==> src/rtl/raster_pkg.sv <==
package raster_pkg;

  function automatic int unsigned calc_line_len(
    input int unsigned hs, input int unsigned pg, input int unsigned bl,
    input int unsigned aw, input int unsigned br, input int unsigned pre);
    return hs + pg + bl + aw + br + pre;
  endfunction

  // true when x lies in [lo, lo+len)
  function automatic logic in_span(input int unsigned x, input int unsigned lo,
                                   input int unsigned len);
    return (x >= lo) && (x < lo + len);
  endfunction

  typedef struct packed {
    logic hsync_n;
    logic csync_n;
    logic blank_n;
    logic border;
    logic active;
    logic vint;
  } raster_strobes_t;

endpackage

==> src/rtl/raster_hcount.sv <==
module raster_hcount #(
  parameter int unsigned LINE_LEN = 520,
  localparam int unsigned DOT_W = $clog2(LINE_LEN)
) (
  input  logic             clk,
  input  logic             rst_n,
  input  logic             dot_en,
  output logic [DOT_W-1:0] dot,
  output logic             line_wrap
);
  localparam logic [DOT_W-1:0] LAST_DOT = DOT_W'(LINE_LEN - 1);

  logic at_last;
  assign at_last   = (dot == LAST_DOT);
  assign line_wrap = dot_en && at_last;

  always_ff @(posedge clk or negedge rst_n) begin
    if (!rst_n)       dot <= '0;
    else if (dot_en)  dot <= at_last ? '0 : dot + 1'b1;
  end

  a_r3_dot_wrap: assert property (@(posedge clk) disable iff (!rst_n)
    line_wrap |=> (dot == '0));
  a_r3_dot_range: assert property (@(posedge clk) disable iff (!rst_n)
    dot <= LAST_DOT);
  a_r2_dot_hold: assert property (@(posedge clk) disable iff (!rst_n)
    !dot_en |=> $stable(dot));
endmodule

==> src/rtl/raster_vcount.sv <==
module raster_vcount #(
  parameter int unsigned TOTAL_LINES = 262,
  localparam int unsigned LINE_W = $clog2(TOTAL_LINES + 1)
) (
  input  logic              clk,
  input  logic              rst_n,
  input  logic              line_wrap,
  output logic [LINE_W-1:0] line
);
  localparam logic [LINE_W-1:0] LAST_LINE = LINE_W'(TOTAL_LINES);
  localparam logic [LINE_W-1:0] FIRST_LINE = LINE_W'(1);

  always_ff @(posedge clk or negedge rst_n) begin
    if (!rst_n)          line <= FIRST_LINE;
    else if (line_wrap)  line <= (line == LAST_LINE) ? FIRST_LINE : line + 1'b1;
  end

  a_r3_line_wrap: assert property (@(posedge clk) disable iff (!rst_n)
    (line_wrap && line == LAST_LINE) |=> (line == FIRST_LINE));
  a_r3_line_range: assert property (@(posedge clk) disable iff (!rst_n)
    (line >= FIRST_LINE) && (line <= LAST_LINE));
  a_r2_line_hold: assert property (@(posedge clk) disable iff (!rst_n)
    !line_wrap |=> $stable(line));
endmodule

==> src/rtl/raster_decode.sv <==
module raster_decode
  import raster_pkg::*;
#(
  parameter int unsigned HSYNC_W      = 64,
  parameter int unsigned POST_GAP     = 64,
  parameter int unsigned BORDER_L     = 26,
  parameter int unsigned ACTIVE_W     = 320,
  parameter int unsigned BORDER_R     = 28,
  parameter int unsigned PRE_GAP      = 18,
  parameter int unsigned TOTAL_LINES  = 262,
  parameter int unsigned FIRST_ACTIVE = 31,
  parameter int unsigned ACTIVE_LINES = 224,
  parameter int unsigned VS_FIRST     = 4,
  parameter int unsigned VS_LINES     = 9,
  parameter int unsigned VINT_DELAY   = 40,
  localparam int unsigned LINE_LEN = calc_line_len(HSYNC_W, POST_GAP, BORDER_L,
                                                   ACTIVE_W, BORDER_R, PRE_GAP),
  localparam int unsigned DOT_W  = $clog2(LINE_LEN),
  localparam int unsigned LINE_W = $clog2(TOTAL_LINES + 1)
) (
  input  logic [DOT_W-1:0]  dot,
  input  logic [LINE_W-1:0] line,
  output raster_strobes_t   strobes
);
  localparam int unsigned VIS_START = HSYNC_W + POST_GAP;
  localparam int unsigned VIS_LEN   = BORDER_L + ACTIVE_W + BORDER_R;
  localparam int unsigned ACT_START = VIS_START + BORDER_L;
  localparam int unsigned HALF_W    = HSYNC_W / 2;
  localparam int unsigned MID_DOT   = LINE_LEN / 2;
  localparam int unsigned VINT_LINE = FIRST_ACTIVE + ACTIVE_LINES;
  localparam int unsigned VINT_DOT  = HSYNC_W + VINT_DELAY;

  int unsigned d, l;
  assign d = 32'(dot);
  assign l = 32'(line);

  logic in_sync, in_vis, pic_line, pic_dot, vs_line, half_pulse;
  assign in_sync    = in_span(d, 0, HSYNC_W);
  assign in_vis     = in_span(d, VIS_START, VIS_LEN);
  assign pic_line   = in_span(l, FIRST_ACTIVE, ACTIVE_LINES);
  assign pic_dot    = in_span(d, ACT_START, ACTIVE_W);
  assign vs_line    = in_span(l, VS_FIRST, VS_LINES);
  assign half_pulse = in_span(d, 0, HALF_W) || in_span(d, MID_DOT, HALF_W);

  always_comb begin
    strobes.hsync_n = !in_sync;
    strobes.csync_n = vs_line ? !half_pulse : !in_sync;
    strobes.blank_n = in_vis;
    strobes.active  = pic_line && pic_dot;
    strobes.border  = in_vis && !(pic_line && pic_dot);
    strobes.vint    = (l == VINT_LINE) && (d == VINT_DOT);
  end

  a_r7_border_excl: assert property (@(strobes) !(strobes.border && strobes.active));
endmodule

==> src/rtl/raster_sync_gen.sv <==
module raster_sync_gen
  import raster_pkg::*;
#(
  parameter int unsigned HSYNC_W      = 64,
  parameter int unsigned POST_GAP     = 64,
  parameter int unsigned BORDER_L     = 26,
  parameter int unsigned ACTIVE_W     = 320,
  parameter int unsigned BORDER_R     = 28,
  parameter int unsigned PRE_GAP      = 18,
  parameter int unsigned TOTAL_LINES  = 262,
  parameter int unsigned FIRST_ACTIVE = 31,
  parameter int unsigned ACTIVE_LINES = 224,
  parameter int unsigned VS_FIRST     = 4,
  parameter int unsigned VS_LINES     = 9,
  parameter int unsigned VINT_DELAY   = 40,
  localparam int unsigned LINE_LEN = calc_line_len(HSYNC_W, POST_GAP, BORDER_L,
                                                   ACTIVE_W, BORDER_R, PRE_GAP),
  localparam int unsigned DOT_W  = $clog2(LINE_LEN),
  localparam int unsigned LINE_W = $clog2(TOTAL_LINES + 1)
) (
  input  logic              clk,
  input  logic              rst_n,
  input  logic              dot_en,
  output logic              hsync_n,
  output logic              csync_n,
  output logic              blank_n,
  output logic              border,
  output logic              active,
  output logic [DOT_W-1:0]  dot_cnt,
  output logic [LINE_W-1:0] line_cnt,
  output logic              vint
);
  logic            line_wrap;
  raster_strobes_t strobes;

  raster_hcount #(.LINE_LEN(LINE_LEN)) u_hcount (
    .clk(clk), .rst_n(rst_n), .dot_en(dot_en), .dot(dot_cnt), .line_wrap(line_wrap)
  );

  raster_vcount #(.TOTAL_LINES(TOTAL_LINES)) u_vcount (
    .clk(clk), .rst_n(rst_n), .line_wrap(line_wrap), .line(line_cnt)
  );

  raster_decode #(
    .HSYNC_W(HSYNC_W), .POST_GAP(POST_GAP), .BORDER_L(BORDER_L),
    .ACTIVE_W(ACTIVE_W), .BORDER_R(BORDER_R), .PRE_GAP(PRE_GAP),
    .TOTAL_LINES(TOTAL_LINES), .FIRST_ACTIVE(FIRST_ACTIVE),
    .ACTIVE_LINES(ACTIVE_LINES), .VS_FIRST(VS_FIRST), .VS_LINES(VS_LINES),
    .VINT_DELAY(VINT_DELAY)
  ) u_decode (
    .dot(dot_cnt), .line(line_cnt), .strobes(strobes)
  );

  assign hsync_n = strobes.hsync_n;
  assign csync_n = strobes.csync_n;
  assign blank_n = strobes.blank_n;
  assign border  = strobes.border;
  assign active  = strobes.active;
  assign vint    = strobes.vint;

  localparam logic [DOT_W-1:0] SYNC_END  = DOT_W'(HSYNC_W);
  localparam logic [DOT_W-1:0] BLANK_END = DOT_W'(HSYNC_W + POST_GAP);

  a_r4_hsync_fall_at_zero: assert property (@(posedge clk) disable iff (!rst_n)
    $fell(hsync_n) |-> (dot_cnt == '0));
  a_r4_hsync_release: assert property (@(posedge clk) disable iff (!rst_n)
    $rose(hsync_n) |-> (dot_cnt == SYNC_END));
  a_r5_blank_end: assert property (@(posedge clk) disable iff (!rst_n)
    $rose(blank_n) |-> (dot_cnt == BLANK_END));
  a_r10_vint_single: assert property (@(posedge clk) disable iff (!rst_n)
    (vint && dot_en) |=> !vint);
  a_r2_outputs_hold: assert property (@(posedge clk) disable iff (!rst_n)
    !dot_en |=> ($stable(hsync_n) && $stable(csync_n) && $stable(blank_n) && $stable(vint)));
endmodule

==> config.mk <==
export PLATFORM = sky130hd
export DESIGN_NAME = raster_sync_gen
export DESIGN_NICKNAME = d
export VERILOG_FILES = /design/src/rtl/raster_pkg.sv /design/src/rtl/raster_hcount.sv /design/src/rtl/raster_vcount.sv /design/src/rtl/raster_decode.sv /design/src/rtl/raster_sync_gen.sv
export SDC_FILE = /design/constraint.sdc
export NUM_CORES = 1
export LEC_CHECK = 0
export ABC_AREA = 0
export BUFFER_PORTS_ARGS = -buffer_cell sky130_fd_sc_hd__buf_2
export CAP_MARGIN = 10
export CORE_ASPECT_RATIO = 0.6
export CORE_UTILIZATION = 57
export CTS_CLUSTER_DIAMETER = 40
export CTS_CLUSTER_SIZE = 8
export DETAILED_ROUTE_END_ITERATION = 8
export HOLD_SLACK_MARGIN = 0.12
export PLACE_DENSITY = 0.84
export SYNTH_ARGS = -nofsm -noshare
export SYNTH_HDL_FRONTEND = slang
export SYNTH_HIERARCHICAL = 1
export SYNTH_SLANG_ARGS = --single-unit
==> constraint.sdc <==
create_clock -name clk -period 5.63 [get_ports clk]
set_clock_uncertainty 0.05 [all_clocks]
set_input_delay 0 -clock clk [delete_from_list [all_inputs] [get_ports clk]]
set_output_delay 0 -clock clk [all_outputs]
set_load 0.1 [all_outputs]
==> results.yml <==
global_route:
  grt_max_degree: 19
  antenna_found_initial: 0
  grt_overflow: 0
  grt_pass1_wl_um: 4547
  first_global_vias: 968
  grtUsageTotal_pct: 28.16
sta:
  tightest_slew_ns: 0.8010
  finalCritPeriodShare_pct: 45.58
  hold_viol: 0
  setup_viol: 0
  final.min_clock_period_ns: 2.566
  maxSlewHeadroom_pct: 46.42
  slew_viol_final: 0
  rsz0062_at_grt: "no"
  timing.hold.ws_ns: 0.4943
  fin_setup_tns_ns: 0
  timing.fmax_ghz: 0.3896
status:
  status: "complete, no violations"
placed_design:
  port_buffers: 27
  dpl.cell_count: 180
  dp_hpwl_um: 2121
  gp_congestion: 0.8588
synth:
  synth_most_common_cell: "dfrtp_1"
  synth_area_leader_cell: "dfrtp_1"
  synthFlopType: "dfrtp_1"
  syn_area_um2: 1235
  synth_top_area_share_pct: 36.47
  ys_types: 44
  async_reset_ff_share_pct: 100.0
  synth_nets: 135
  ys_top_cells_by_area: "dfrtp_1 36%, xor2_1 4.3%, nand4_1 4.1%"
  ys_seq_area_share_pct: 38.60
  ys_warn_count: 6
  synth-edff-count: 0
  syn_inst: 129
  syn_area_per_cell_um2: 9.573
  synth_common_cells: "18 x dfrtp_1, 12 x nor2_1, 9 x nand2_1, 8 x nand4_1, 8 x nor3_1"
  synth.ff_latch_count: 19
die:
  num_io_pins: 28
  die_y_um: 38.06
  num_rows: 12
  die_width_um: 62.09
  start_util_pct: 63.76
  coreArea_um2: 1937
  die_area_um2: 2363
critical_path:
  crit_chain: "or4b_4 -> nor4_4 -> nand4_4 -> or3_1 -> a22oi_2"
  crit_family: "simple AND/OR/NAND/NOR gates"
  path_class: "flop to flop"
  slowest_stage: "or4b_4"
  cp.required_ns: 5.81
  cp.arrival_ns: 2.75
  end_kind: "flop"
  path_max_fanout: 13
  crit_path_start_kind: "flop"
  cpPeakStageDelay_ns: 0.63
  worst-path-buf-inv: 0
clock_network:
  clockBufferDepth: 2
  htree_levels: 1
  cts-hold-fix-buffers: 4
  cts_tree: "yes"
  clk_latency_ns: 0.30
  clockRootBuffer: "clkbuf_4"
  cts-buffers-inserted: 3
  ctsResizeCount: 0
  postCtsSetupRepairBufs: 0
  clkSlewWorstSetupHoldPaths_ns: 0.10
  clock_sinks: 19
power:
  pwr-share-clk_pct: 13.4
  intPower_uw: 228.0
  powerDensity_nw_per_um2: 361.9
  power_frac_comb_pct: 46.6
  p_sw_uw: 293.6
  ir_drop_mv: 0.2238
  switching_share_pct: 56.29
  leakagePower_nw: 0.6821
  p_seq_share_pct: 40.0
detailed_routing:
  postRouteAntennaNets: 0
  dr_total_vias: 1157
  routed_wirelength_um: 2954
  vias_per_cell: 6.154
  wl_per_cell_um: 15.71
  first_iter_violations: 92
  drc: 0
  drt_pre_antenna_iters: 4
worst_hold_path:
  worstHoldPathType: "primary input to flop"
layout:
  drive_gt1_share_pct: 24.38
  diodes: 0
  synthToLayoutAreaGrowth_pct: 16.72
  nets: 167
  fin_cells: 188
job:
  max-cap-violations: 0
## cell usage in the layout, fill, tap and decap left out, types with 2 or more instances in the layout
cell | Yosys | final
o31ai_1 | 2 | 2
and4_1 | 2 | 2
o21ai_1 | 3 | 3
xnor2_1 | 5 | 5
dfrtp_1 | 18 | 18
nor4_1 | 2 | 2
o211ai_1 | 2 | 2
nand2b_1 | 5 | 5
buf_2 | 0 | 27
nand3_1 | 6 | 6
nor2_1 | 12 | 12
nor3_1 | 8 | 8
a21oi_1 | 3 | 3
nand2_1 | 9 | 9
inv_1 | 5 | 5
clkbuf_4 | 0 | 3
or2b_1 | 2 | 2
dlygate4sd3_1 | 0 | 4
or3_1 | 2 | 2
xor2_1 | 6 | 6
nand4_1 | 8 | 8
ha_1 | 3 | 3
## area by class of cell
type,count,area [um^2]
Clock buffer,4,26.28
Tap cell,28,35.03
Timing Repair Buffer,31,175.2
Sequential cell,19,476.7
Multi-Input combinational cell,101,709.4
Fill cell,151,495.5
Inverter,5,18.77
## path summary, 6_finish.rpt
check	slack [ns]	cells past startpoint	startpoint	end
worst max-delay path	3.06	5	u_hcount/dot[8]	u_vcount/line[8]
worst min-delay path	0.49	3	dot_en	u_hcount/dot[0]
worst max register to register	3.06	5	u_hcount/dot[8]	u_vcount/line[8]
worst min register to register	0.58	1	u_vcount/line[7]	u_vcount/line[7]
max in group asynchronous	3.69	4	rst_n	u_hcount/dot[4]
min in group asynchronous	0.64	3	rst_n	u_vcount/line[0]
## state kept, by name (all words and copies together) (netlist names)
name,cells
u_hcount/dot,10
u_vcount/line,9
## worst register-to-register path, cell delays in order (launching register included)
cell and delay, ns:
dfrtp_1 0.54, or4b_4 0.63, nor4_4 0.55, nand4_4 0.18
or3_1 0.40, a22oi_2 0.15
## power groups by stage
stage / registers (mW) / logic [mW] / clock network [mW]
after detailed placement: 0.209 / 0.240 / 0
after global placement: 0.207 / 0.238 / 0
after floorplan: 0.330 / 0.0733 / 0
final: 0.209 / 0.243 / 0.0699
after CTS: 0.207 / 0.243 / 0.0715
after global routing: 0.213 / 0.255 / 0.0765
## through the flow
step | setup WS (ns) | utilization [%] | power, mW | area (um^2)
finish | 3.064 | 74.42 | 0.5216 | 1441
global route | 2.927 | 74.42 | 0.5438 | 1441
floorplan | 1.130 | - | 0.4036 | 1235
global placement | 3.171 | 70.99 | 0.4454 | 1375
CTS | 3.069 | 74.42 | 0.5216 | 1441
detailed placement | 3.096 | 70.99 | 0.4496 | 1375
## routing by layer
| metal | routed length, um | vias to the layer above | global-route usage [%] |
|---|---|---|---|
| li1 | - | 543 | - |
| met1 | 1373 | 556 | 38.78 |
| met2 | 1305 | 49 | 41.49 |
| met3 | 202 | 9 | 8.784 |
| met4 | 73 | 0 | 10.56 |
| met5 | 0 | - | 0 |
## cells by family after synthesis
kind of cell | count (synthesis) | share of synthesized area [%]
AND/OR/NAND/NOR | 65 | 32.62
AO/OA/AOI/OAI | 20 | 12.26
flip-flops | 19 | 38.60
XOR/XNOR | 11 | 7.801
buffers and inverters | 9 | 3.951
adder cells (fa/ha/maj) | 3 | 3.040
multiplexers | 2 | 1.722
No activity file was read; power rests on OpenSTA's default activity.
